[src/rtl/adc_seq_pkg.sv]
package adc_seq_pkg;

  typedef enum logic [2:0] {
    ST_IDLE  = 3'd0,
    ST_WARM  = 3'd1,
    ST_TRACK = 3'd2,
    ST_START = 3'd3,
    ST_CONV  = 3'd4
  } seq_state_t;

  // Conversions per burst for each repeat code.
  function automatic logic [4:0] rpt_count(input logic [1:0] code);
    case (code)
      2'd0:    rpt_count = 5'd1;
      2'd1:    rpt_count = 5'd4;
      2'd2:    rpt_count = 5'd8;
      default: rpt_count = 5'd16;
    endcase
  endfunction

endpackage

[src/rtl/adc_trig_sel.sv]
module adc_trig_sel #(
  parameter int N_SRC = 4,
  localparam int SEL_W = $clog2(N_SRC)
) (
  input  logic [N_SRC-1:0] src_i,
  input  logic [SEL_W-1:0] sel_i,
  output logic             trig_o
);
  logic [N_SRC-1:0] hit;

  for (genvar g = 0; g < N_SRC; g++) begin : g_src
    assign hit[g] = src_i[g] && (sel_i == SEL_W'(g));
  end

  assign trig_o = |hit;
endmodule

[src/rtl/adc_accum.sv]
module adc_accum #(
  parameter int DATA_W = 12,
  parameter int ACC_W  = 16
) (
  input  logic              clk,
  input  logic              rst_n,
  input  logic              clr_i,
  input  logic              add_i,
  input  logic [DATA_W-1:0] data_i,
  output logic [ACC_W-1:0]  acc_o
);
  logic [ACC_W-1:0] acc_q, acc_d;
  logic             acc_en;

  always_comb begin
    acc_en = clr_i || add_i;
    acc_d  = clr_i ? '0 : acc_q + ACC_W'(data_i);
  end

  always_ff @(posedge clk or negedge rst_n) begin
    if (!rst_n)      acc_q <= '0;
    else if (acc_en) acc_q <= acc_d;
  end

  assign acc_o = acc_q;
endmodule

[src/rtl/adc_seq_fsm.sv]
module adc_seq_fsm
  import adc_seq_pkg::*;
#(
  parameter int PWR_W     = 4,
  parameter int WARM_UNIT = 8,
  parameter int TRACK_CYC = 2,
  localparam int WARM_MAX = (1 << PWR_W) * WARM_UNIT,
  localparam int CNT_W    = $clog2(WARM_MAX + TRACK_CYC + 1)
) (
  input  logic             clk,
  input  logic             rst_n,
  input  logic             trig_i,
  input  logic             enable_i,
  input  logic             burst_i,
  input  logic [1:0]       rpt_i,
  input  logic [PWR_W-1:0] pwr_i,
  input  logic             done_i,
  input  logic             irq_clr_i,
  output logic             busy_o,
  output logic             track_o,
  output logic             start_o,
  output logic             acc_clr_o,
  output logic             acc_add_o,
  output logic             irq_o
);
  seq_state_t       state_q, state_d;
  logic [CNT_W-1:0] cnt_q, cnt_d;
  logic [4:0]       rem_q, rem_d;
  logic             irq_q, irq_d;
  logic             fin;

  always_comb begin
    state_d   = state_q;
    cnt_d     = cnt_q;
    rem_d     = rem_q;
    acc_clr_o = 1'b0;
    acc_add_o = 1'b0;
    fin       = 1'b0;
    case (state_q)
      ST_IDLE: begin
        if (trig_i && (burst_i || enable_i)) begin
          acc_clr_o = 1'b1;
          rem_d     = burst_i ? rpt_count(rpt_i) - 5'd1 : 5'd0;
          if (burst_i && !enable_i) begin
            state_d = ST_WARM;
            cnt_d   = CNT_W'((32'(pwr_i) + 1) * WARM_UNIT - 1);
          end else begin
            state_d = ST_TRACK;
            cnt_d   = CNT_W'(TRACK_CYC - 1);
          end
        end
      end
      ST_WARM: begin
        if (cnt_q == '0) begin
          state_d = ST_TRACK;
          cnt_d   = CNT_W'(TRACK_CYC - 1);
        end else begin
          cnt_d = cnt_q - 1'b1;
        end
      end
      ST_TRACK: begin
        if (cnt_q == '0) state_d = ST_START;
        else             cnt_d   = cnt_q - 1'b1;
      end
      ST_START: state_d = ST_CONV;
      ST_CONV: begin
        if (done_i) begin
          acc_add_o = 1'b1;
          if (rem_q == '0) begin
            state_d = ST_IDLE;
            fin     = 1'b1;
          end else begin
            rem_d   = rem_q - 5'd1;
            state_d = ST_TRACK;
            cnt_d   = CNT_W'(TRACK_CYC - 1);
          end
        end
      end
      default: state_d = ST_IDLE;
    endcase
    irq_d = fin ? 1'b1 : (irq_clr_i ? 1'b0 : irq_q);
  end

  always_ff @(posedge clk or negedge rst_n) begin
    if (!rst_n) begin
      state_q <= ST_IDLE;
      cnt_q   <= '0;
      rem_q   <= '0;
      irq_q   <= 1'b0;
    end else begin
      state_q <= state_d;
      cnt_q   <= cnt_d;
      rem_q   <= rem_d;
      irq_q   <= irq_d;
    end
  end

  assign busy_o  = (state_q != ST_IDLE);
  assign track_o = (state_q == ST_TRACK);
  assign start_o = (state_q == ST_START);
  assign irq_o   = irq_q;
endmodule

[src/rtl/adc_burst_seq.sv]
module adc_burst_seq #(
  parameter int DATA_W    = 12,
  parameter int ACC_W     = 16,
  parameter int PWR_W     = 4,
  parameter int WARM_UNIT = 8,
  parameter int TRACK_CYC = 2
) (
  input  logic              clk,
  input  logic              rst_n,
  input  logic              enable_i,
  input  logic              burst_en_i,
  input  logic [1:0]        trig_sel_i,
  input  logic              sw_start_i,
  input  logic              tmr1_ovf_i,
  input  logic              cnv_pin_i,
  input  logic              tmr2_ovf_i,
  input  logic [1:0]        rpt_sel_i,
  input  logic [PWR_W-1:0]  pwr_time_i,
  input  logic              irq_clr_i,
  input  logic              conv_done_i,
  input  logic [DATA_W-1:0] conv_data_i,
  output logic              adc_pwr_o,
  output logic              track_o,
  output logic              conv_start_o,
  output logic              busy_o,
  output logic              irq_o,
  output logic [ACC_W-1:0]  acc_o
);
  logic [1:0] rst_sync_q;
  logic       rst_int_n;
  logic       trig;
  logic       acc_clr, acc_add;

  // Reset asserts at once, releases after two clock edges.
  always_ff @(posedge clk or negedge rst_n) begin
    if (!rst_n) rst_sync_q <= 2'b00;
    else        rst_sync_q <= {rst_sync_q[0], 1'b1};
  end
  assign rst_int_n = rst_sync_q[1];

  adc_trig_sel #(.N_SRC(4)) u_trig (
    .src_i  ({tmr2_ovf_i, cnv_pin_i, tmr1_ovf_i, sw_start_i}),
    .sel_i  (trig_sel_i),
    .trig_o (trig)
  );

  adc_seq_fsm #(
    .PWR_W(PWR_W), .WARM_UNIT(WARM_UNIT), .TRACK_CYC(TRACK_CYC)
  ) u_fsm (
    .clk       (clk),
    .rst_n     (rst_int_n),
    .trig_i    (trig),
    .enable_i  (enable_i),
    .burst_i   (burst_en_i),
    .rpt_i     (rpt_sel_i),
    .pwr_i     (pwr_time_i),
    .done_i    (conv_done_i),
    .irq_clr_i (irq_clr_i),
    .busy_o    (busy_o),
    .track_o   (track_o),
    .start_o   (conv_start_o),
    .acc_clr_o (acc_clr),
    .acc_add_o (acc_add),
    .irq_o     (irq_o)
  );

  adc_accum #(.DATA_W(DATA_W), .ACC_W(ACC_W)) u_acc (
    .clk    (clk),
    .rst_n  (rst_int_n),
    .clr_i  (acc_clr),
    .add_i  (acc_add),
    .data_i (conv_data_i),
    .acc_o  (acc_o)
  );

  assign adc_pwr_o = enable_i || busy_o;
endmodule

[config.mk]
export PLATFORM = sky130hd
export DESIGN_NAME = adc_burst_seq
export DESIGN_NICKNAME = d
export VERILOG_FILES = /design/src/rtl/adc_seq_pkg.sv /design/src/rtl/adc_trig_sel.sv /design/src/rtl/adc_accum.sv /design/src/rtl/adc_seq_fsm.sv /design/src/rtl/adc_burst_seq.sv
export SDC_FILE = /design/constraint.sdc
export NUM_CORES = 1
export LEC_CHECK = 0
export BUFFER_PORTS_ARGS = -buffer_cell sky130_fd_sc_hd__clkbuf_2
export CORE_UTILIZATION = 56
export DETAILED_ROUTE_END_ITERATION = 10
export HOLD_SLACK_MARGIN = 0.15
export PLACE_DENSITY_LB_ADDON = 0.05
export SLEW_MARGIN = 10
export SYNTH_ARGS = -nofsm -noshare
export SYNTH_HDL_FRONTEND = slang
export SYNTH_HIERARCHICAL = 1
export SYNTH_SLANG_ARGS = --single-unit
[constraint.sdc]
create_clock -name clk -period 1.5 [get_ports clk]
set_input_delay 0.075 -clock clk [delete_from_list [all_inputs] [get_ports clk]]
set_output_delay 0.075 -clock clk [all_outputs]
set_load 0.02 [all_outputs]
==> metrics.txt, run 1 <==
# TYPE chip_impl_metric gauge
chip_impl_info{name="run_status",value="stopped before the end"} 1
chip_impl_info{name="haltStage",value="4_1_cts"} 1
chip_impl_info{name="firstError",value="[ERROR DPL-0033] detailed placement checks failed during check placement."} 1
chip_impl_info{name="cts_root_buffer",value="clkbuf_8"} 1
chip_impl_info{name="synth.largest_area_cell",value="dfrtp_1"} 1
chip_impl_metric{name="syn_area_per_cell",unit="um^2"} 8.78
chip_impl_metric{name="die_h",unit="um"} 71.7
chip_impl_metric{name="cts_htree_levels",unit=""} 2
chip_impl_metric{name="synth_fa_ha_area_frac",unit=""} 0.0901
chip_impl_metric{name="initial_utilization",unit=""} 0.604
chip_impl_metric{name="post-dp-hpwl",unit="um"} 5670
chip_impl_metric{name="numPlacedInstances",unit=""} 489
chip_impl_metric{name="synth_top_area_share",unit=""} 0.322
chip_impl_metric{name="mappedNetlistNets",unit=""} 359
chip_impl_metric{name="rows",unit=""} 24
chip_impl_metric{name="post_synth_xor_area_fraction",unit=""} 0.0418
chip_impl_metric{name="ioPinCount",unit=""} 51
chip_impl_metric{name="synthDistinctLibCells",unit=""} 68
chip_impl_metric{name="globalplace.congestion",unit=""} 0.849
chip_impl_metric{name="inserted_clock_buffers",unit=""} 5
chip_impl_info{name="synthFlopType",value="dfrtp_1"} 1
chip_impl_metric{name="postSynthRegisterBits",unit=""} 35
chip_impl_metric{name="clock_path_buffers",unit=""} 2
chip_impl_metric{name="number_of_gates_given_a_new_drive_strength_after_cts",unit=""} 56
chip_impl_metric{name="synth-seq-area-share",unit=""} 0.322
chip_impl_info{name="main_combinational_cell_family_by_area_after_synthesis",value="compound AO/OA/AOI/OAI gates"} 1
chip_impl_metric{name="ys_warn_count",unit=""} 6
chip_impl_metric{name="post_cts_buffers",unit=""} 14
chip_impl_metric{name="synth_simple_gate_area_frac",unit=""} 0.209
chip_impl_metric{name="synth-compound-area-share",unit=""} 0.238
chip_impl_metric{name="synthesis.instances",unit=""} 310
chip_impl_metric{name="synth_area",unit="mm^2"} 0.00272
chip_impl_info{name="netlist_top_cells_area",value="dfrtp_1 (32%), ha_1 (8.3%), a21oi_1 (5.5%)"} 1
chip_impl_metric{name="cts_hold_buf",unit=""} 5
chip_impl_metric{name="async_flop_share",unit=""} 1.00
chip_impl_metric{name="die-width",unit="um"} 71.7
chip_impl_metric{name="synth-edff-count",unit=""} 0
chip_impl_metric{name="cts.sink_count",unit=""} 35
chip_impl_metric{name="muxShareOfSynthArea",unit=""} 0.0469
chip_impl_metric{name="port_buffers",unit=""} 50
[through the flow]
| step | setup WS, ns | utilization | cell area [um^2] |
|---|---|---|---|
| floorplan | -0.460 | - | 2980 |
| global placement | -0.387 | 0.866 | 3900 |
| detailed placement | -0.447 | 0.866 | 3900 |
[Yosys cell counts (all sizes together) (3+ instances only)]
cell type,instances
a211oi,3
a21o,5
a21oi,32
a22o,3
and2,3
buf,4
clkbuf,8
dfrtp,35
ha,18
inv,20
mux2,4
mux2i,6
nand2,20
nand2b,6
nand3,8
nand3b,4
nand4,3
nor2,23
nor2b,5
nor3,9
nor3b,5
o211ai,4
o21ai,19
o22ai,6
or2,3
or3,7
xnor2,7
xor2,6
[cells by family after synthesis]
family / Yosys count
xor gates and xnor gates: 13
other: 1
buffers and inverters: 32
muxes: 11
and+or+nand+nor: 106
DFF: 35
AOI/OAI and AO/OA: 93
adders and majority gates: 19
==> run 2, diff against run 1 <==
--- a/config.mk
+++ b/config.mk
@@ -6,10 +6,9 @@
 export NUM_CORES = 1
 export LEC_CHECK = 0
 export BUFFER_PORTS_ARGS = -buffer_cell sky130_fd_sc_hd__clkbuf_2
-export CORE_UTILIZATION = 56
+export CORE_UTILIZATION = 40
 export DETAILED_ROUTE_END_ITERATION = 10
-export HOLD_SLACK_MARGIN = 0.15
-export PLACE_DENSITY_LB_ADDON = 0.05
+export PLACE_DENSITY_LB_ADDON = 0.15
 export SLEW_MARGIN = 10
 export SYNTH_ARGS = -nofsm -noshare
 export SYNTH_HDL_FRONTEND = slang
==> metrics.txt, run 2 <==
# TYPE chip_impl_metric gauge
chip_impl_info{name="layout.cells.most_common",value="buf_4"} 1
chip_impl_metric{name="globalRoute.totalOverflow",unit=""} 0
chip_impl_metric{name="port_buffers",unit=""} 50
chip_impl_metric{name="fraction_of_final_layout_cells_sized_beyond_drive_strength_1",unit=""} 0.554
chip_impl_metric{name="grt.met2_usage",unit=""} 0.391
chip_impl_metric{name="area.growth.synth_to_final",unit="%"} 64.9
chip_impl_metric{name="worst_clock_skew",unit="ns"} 0.00736
chip_impl_info{name="worst_setup_path_end_kind",value="flip-flop"} 1
chip_impl_info{name="post_synth_most_frequent_cells",value="dfrtp_1 (35), a21oi_1 (30), nor2_1 (23), nand2_1 (20), inv_1 (19)"} 1
chip_impl_metric{name="timing.final.ws_setup",unit="ns"} -0.432
chip_impl_metric{name="drt_iter0_drc",unit=""} 116
chip_impl_metric{name="max-cap-violations",unit=""} 0
chip_impl_info{name="main_combinational_cell_family_by_area_after_synthesis",value="compound AO/OA/AOI/OAI gates"} 1
chip_impl_metric{name="clock_insertion_delay_worst_skew",unit="ns"} 0.29
chip_impl_metric{name="final_util",unit=""} 0.695
chip_impl_metric{name="diodes",unit=""} 0
chip_impl_metric{name="max_freq",unit="MHz"} 518
chip_impl_info{name="hold_path_class",value="in -> reg"} 1
chip_impl_info{name="netlist_top_cells_area",value="dfrtp_1 (32%), ha_1 (8.3%), a21oi_1 (5.5%)"} 1
chip_impl_metric{name="syn_area_per_cell",unit="um^2"} 8.78
chip_impl_metric{name="die_h",unit="um"} 84.5
chip_impl_metric{name="routed_wirelength",unit="um"} 7500
chip_impl_metric{name="gr-usage-all-layers",unit=""} 0.219
chip_impl_metric{name="synth-seq-area-share",unit=""} 0.322
chip_impl_metric{name="wl_per_cell",unit="um"} 13.7
chip_impl_metric{name="initial_utilization",unit=""} 0.421
chip_impl_metric{name="path_max_fanout",unit=""} 5
chip_impl_metric{name="globalplace.congestion",unit=""} 0.920
chip_impl_metric{name="final_power",unit="mW"} 7.96
chip_impl_metric{name="setup_violations",unit=""} 27
chip_impl_info{name="globalRoute.busiestLayer",value="met2"} 1
chip_impl_metric{name="stdcell_area",unit="mm^2"} 0.00449
chip_impl_metric{name="rows",unit=""} 29
chip_impl_metric{name="route.detailed.drc",unit=""} 3
chip_impl_info{name="cts_root_buffer",value="clkbuf_8"} 1
chip_impl_info{name="tritoncts",value="built"} 1
chip_impl_metric{name="wire_length_of_the_first_global_routing_pass",unit="um"} 12800
chip_impl_metric{name="finalHoldViolCount",unit=""} 0
chip_impl_metric{name="whs",unit="ns"} 0.0728
chip_impl_info{name="synthFlopType",value="dfrtp_1"} 1
chip_impl_metric{name="vdd_drop_max",unit="mV"} 1.30
chip_impl_info{name="layout_common_cells",value="buf_4 (99), clkbuf_2 (48), dfrtp_1 (26), nor2_1 (19), a21oi_1 (19)"} 1
chip_impl_metric{name="clkTransAtPathRegs",unit="ns"} 0.07
chip_impl_metric{name="grt_antenna_before_repair",unit=""} 0
chip_impl_metric{name="die-width",unit="um"} 84.5
chip_impl_metric{name="dp_worst_setup_slack",unit="ns"} -0.483
chip_impl_metric{name="post_dp_cell_area",unit="mm^2"} 0.00396
chip_impl_metric{name="cp.arrival",unit="ns"} 2.10
chip_impl_metric{name="inserted_clock_buffers",unit=""} 5
chip_impl_metric{name="dr.pass1.iters",unit=""} 8
chip_impl_metric{name="synth_simple_gate_area_frac",unit=""} 0.209
chip_impl_metric{name="maximum_number_of_pins_on_one_net_before_global_route_repair",unit=""} 34
chip_impl_metric{name="synthesis.instances",unit=""} 310
chip_impl_metric{name="timing.final.crit_period",unit="ns"} 1.93
chip_impl_metric{name="ioPinCount",unit=""} 51
chip_impl_metric{name="mappedNetlistNets",unit=""} 359
chip_impl_metric{name="numPlacedInstances",unit=""} 518
chip_impl_metric{name="fp.coreArea",unit="mm^2"} 0.00646
chip_impl_metric{name="first_global_vias",unit=""} 2888
chip_impl_metric{name="setup_total_negative_slack",unit="ns"} -8.26
chip_impl_metric{name="route.vias.total",unit=""} 2879
chip_impl_info{name="start_kind",value="flip-flop"} 1
chip_impl_metric{name="synth-edff-count",unit=""} 0
chip_impl_metric{name="globalRouteMet1Util",unit=""} 0.271
chip_impl_metric{name="synth-compound-area-share",unit=""} 0.238
chip_impl_info{name="run_status",value="finished, violations left"} 1
chip_impl_info{name="synthMostInstantiatedCell",value="dfrtp_1"} 1
chip_impl_metric{name="clock_path_buffers",unit=""} 2
chip_impl_metric{name="synth_top_area_share",unit=""} 0.322
chip_impl_metric{name="post_synth_xor_area_fraction",unit=""} 0.0418
chip_impl_metric{name="drt.antenna.violating_nets",unit=""} 0
chip_impl_metric{name="crit_path_required_time",unit="ns"} 1.67
chip_impl_metric{name="cts_htree_levels",unit=""} 2
chip_impl_metric{name="final_cells",unit=""} 546
chip_impl_metric{name="synthDistinctLibCells",unit=""} 68
chip_impl_metric{name="leakagePower",unit="nW"} 2.07
chip_impl_metric{name="p_per_area",unit="mW/mm^2"} 1770
chip_impl_metric{name="synth_fa_ha_area_frac",unit=""} 0.0901
chip_impl_metric{name="final_min_period_over_clock_period",unit=""} 1.29
chip_impl_metric{name="viasPerCell",unit=""} 5.27
chip_impl_metric{name="post-dp-hpwl",unit="um"} 5380
chip_impl_metric{name="final_nets",unit=""} 517
chip_impl_metric{name="ys_warn_count",unit=""} 6
chip_impl_metric{name="synth_area",unit="mm^2"} 0.00272
chip_impl_metric{name="postSynthRegisterBits",unit=""} 35
chip_impl_metric{name="slew_violations",unit=""} 0
chip_impl_metric{name="grtUsageMet3",unit=""} 0.0393
chip_impl_metric{name="dieArea",unit="mm^2"} 0.00714
chip_impl_info{name="violated_checks",value="DRC, setup timing"} 1
chip_impl_info{name="synth.largest_area_cell",value="dfrtp_1"} 1
chip_impl_metric{name="async_flop_share",unit=""} 1.00
chip_impl_info{name="unrepaired_setup_endpoints_after_global_routing",value="yes"} 1
chip_impl_info{name="worstSetupPathType",value="reg -> reg"} 1
chip_impl_metric{name="largest_register_ff_count",unit=""} 16
chip_impl_metric{name="muxShareOfSynthArea",unit=""} 0.0469
chip_impl_metric{name="cts.sink_count",unit=""} 35
-- run 2: cell counts after synthesis --
Identical to the previous run, type by type.
-- run 2: final timing paths --
| path | from | to | slack, ns | depth (start not counted) |
|---|---|---|---|---|
| setup reg to reg | u_fsm/cnt_q[0] | u_fsm/cnt_q[5] | -0.43 | 8 |
| min in group asynchronous | rst_n | rst_sync_q[0] | 0.10 | 2 |
| hold / removal | irq_clr_i | u_fsm/irq_o | 0.07 | 3 |
| setup / recovery | u_fsm/cnt_q[0] | u_fsm/cnt_q[5] | -0.43 | 8 |
| max in group asynchronous | rst_sync_q[1] | u_fsm/state_q[1] | 0.87 | 1 |
| hold reg to reg | rst_sync_q[1] | u_acc/acc_o[0] | 0.28 | 1 |
-- run 2: logic make-up (layout without fill, tap and decap cells) --
logic type | count (synthesis) | count (layout)
buffers and inverters | 32 | 191
adder cells (fa/ha/maj) | 19 | 19
multiplexers | 11 | 11
other | 1 | 1
AO/OA/AOI/OAI | 93 | 93
AND/OR/NAND/NOR | 106 | 106
XOR/XNOR | 13 | 13
flip-flops | 35 | 35
-- run 2: repair_timing --
item                                    in CTS  in global routing
gates resized for setup                     42                 31
endpoints found under the hold margin        2                  0
hold buffers                                 1                  0
pin swaps                                   34                 23
endpoints found under the setup margin      26                 34
buffers inserted                            11                  9
-- run 2: area by class of cell --
type	instances	area [um^2]
multi-input cells	243	2140
repair buffers	163	1190
well taps	77	96.3
inverters	20	80.1
fillers	513	1970
clock buffers	8	100
flip-flops and latches	35	887
-- run 2: critical path, stage by stage (launching register included) --
cell and delay, ns:
dfrtp_1 0.40, inv_2 0.09, ha_4 0.11, or4b_4 0.49, o211ai_1 0.32, buf_4 0.18, nor3_1 0.04, a21oi_1 0.11
o22ai_1 0.08
-- run 2: report_power, final --
| part | switching (mW) | internal (mW) | total [mW] | leakage (nW) |
|---|---|---|---|---|
| clock network | 0.353 | 0.420 | 0.773 | 0.0515 |
| registers | 0.268 | 1.25 | 1.52 | 0.437 |
| logic | 2.69 | 2.98 | 5.67 | 1.58 |
-- run 2: metal layers --
metal	wire length (um)	vias to the layer above
li1	-	1453
met1	3360	1351
met2	3780	68
met3	284	7
met4	79	0
met5	0	-
(Power assumes the default switching activity.)
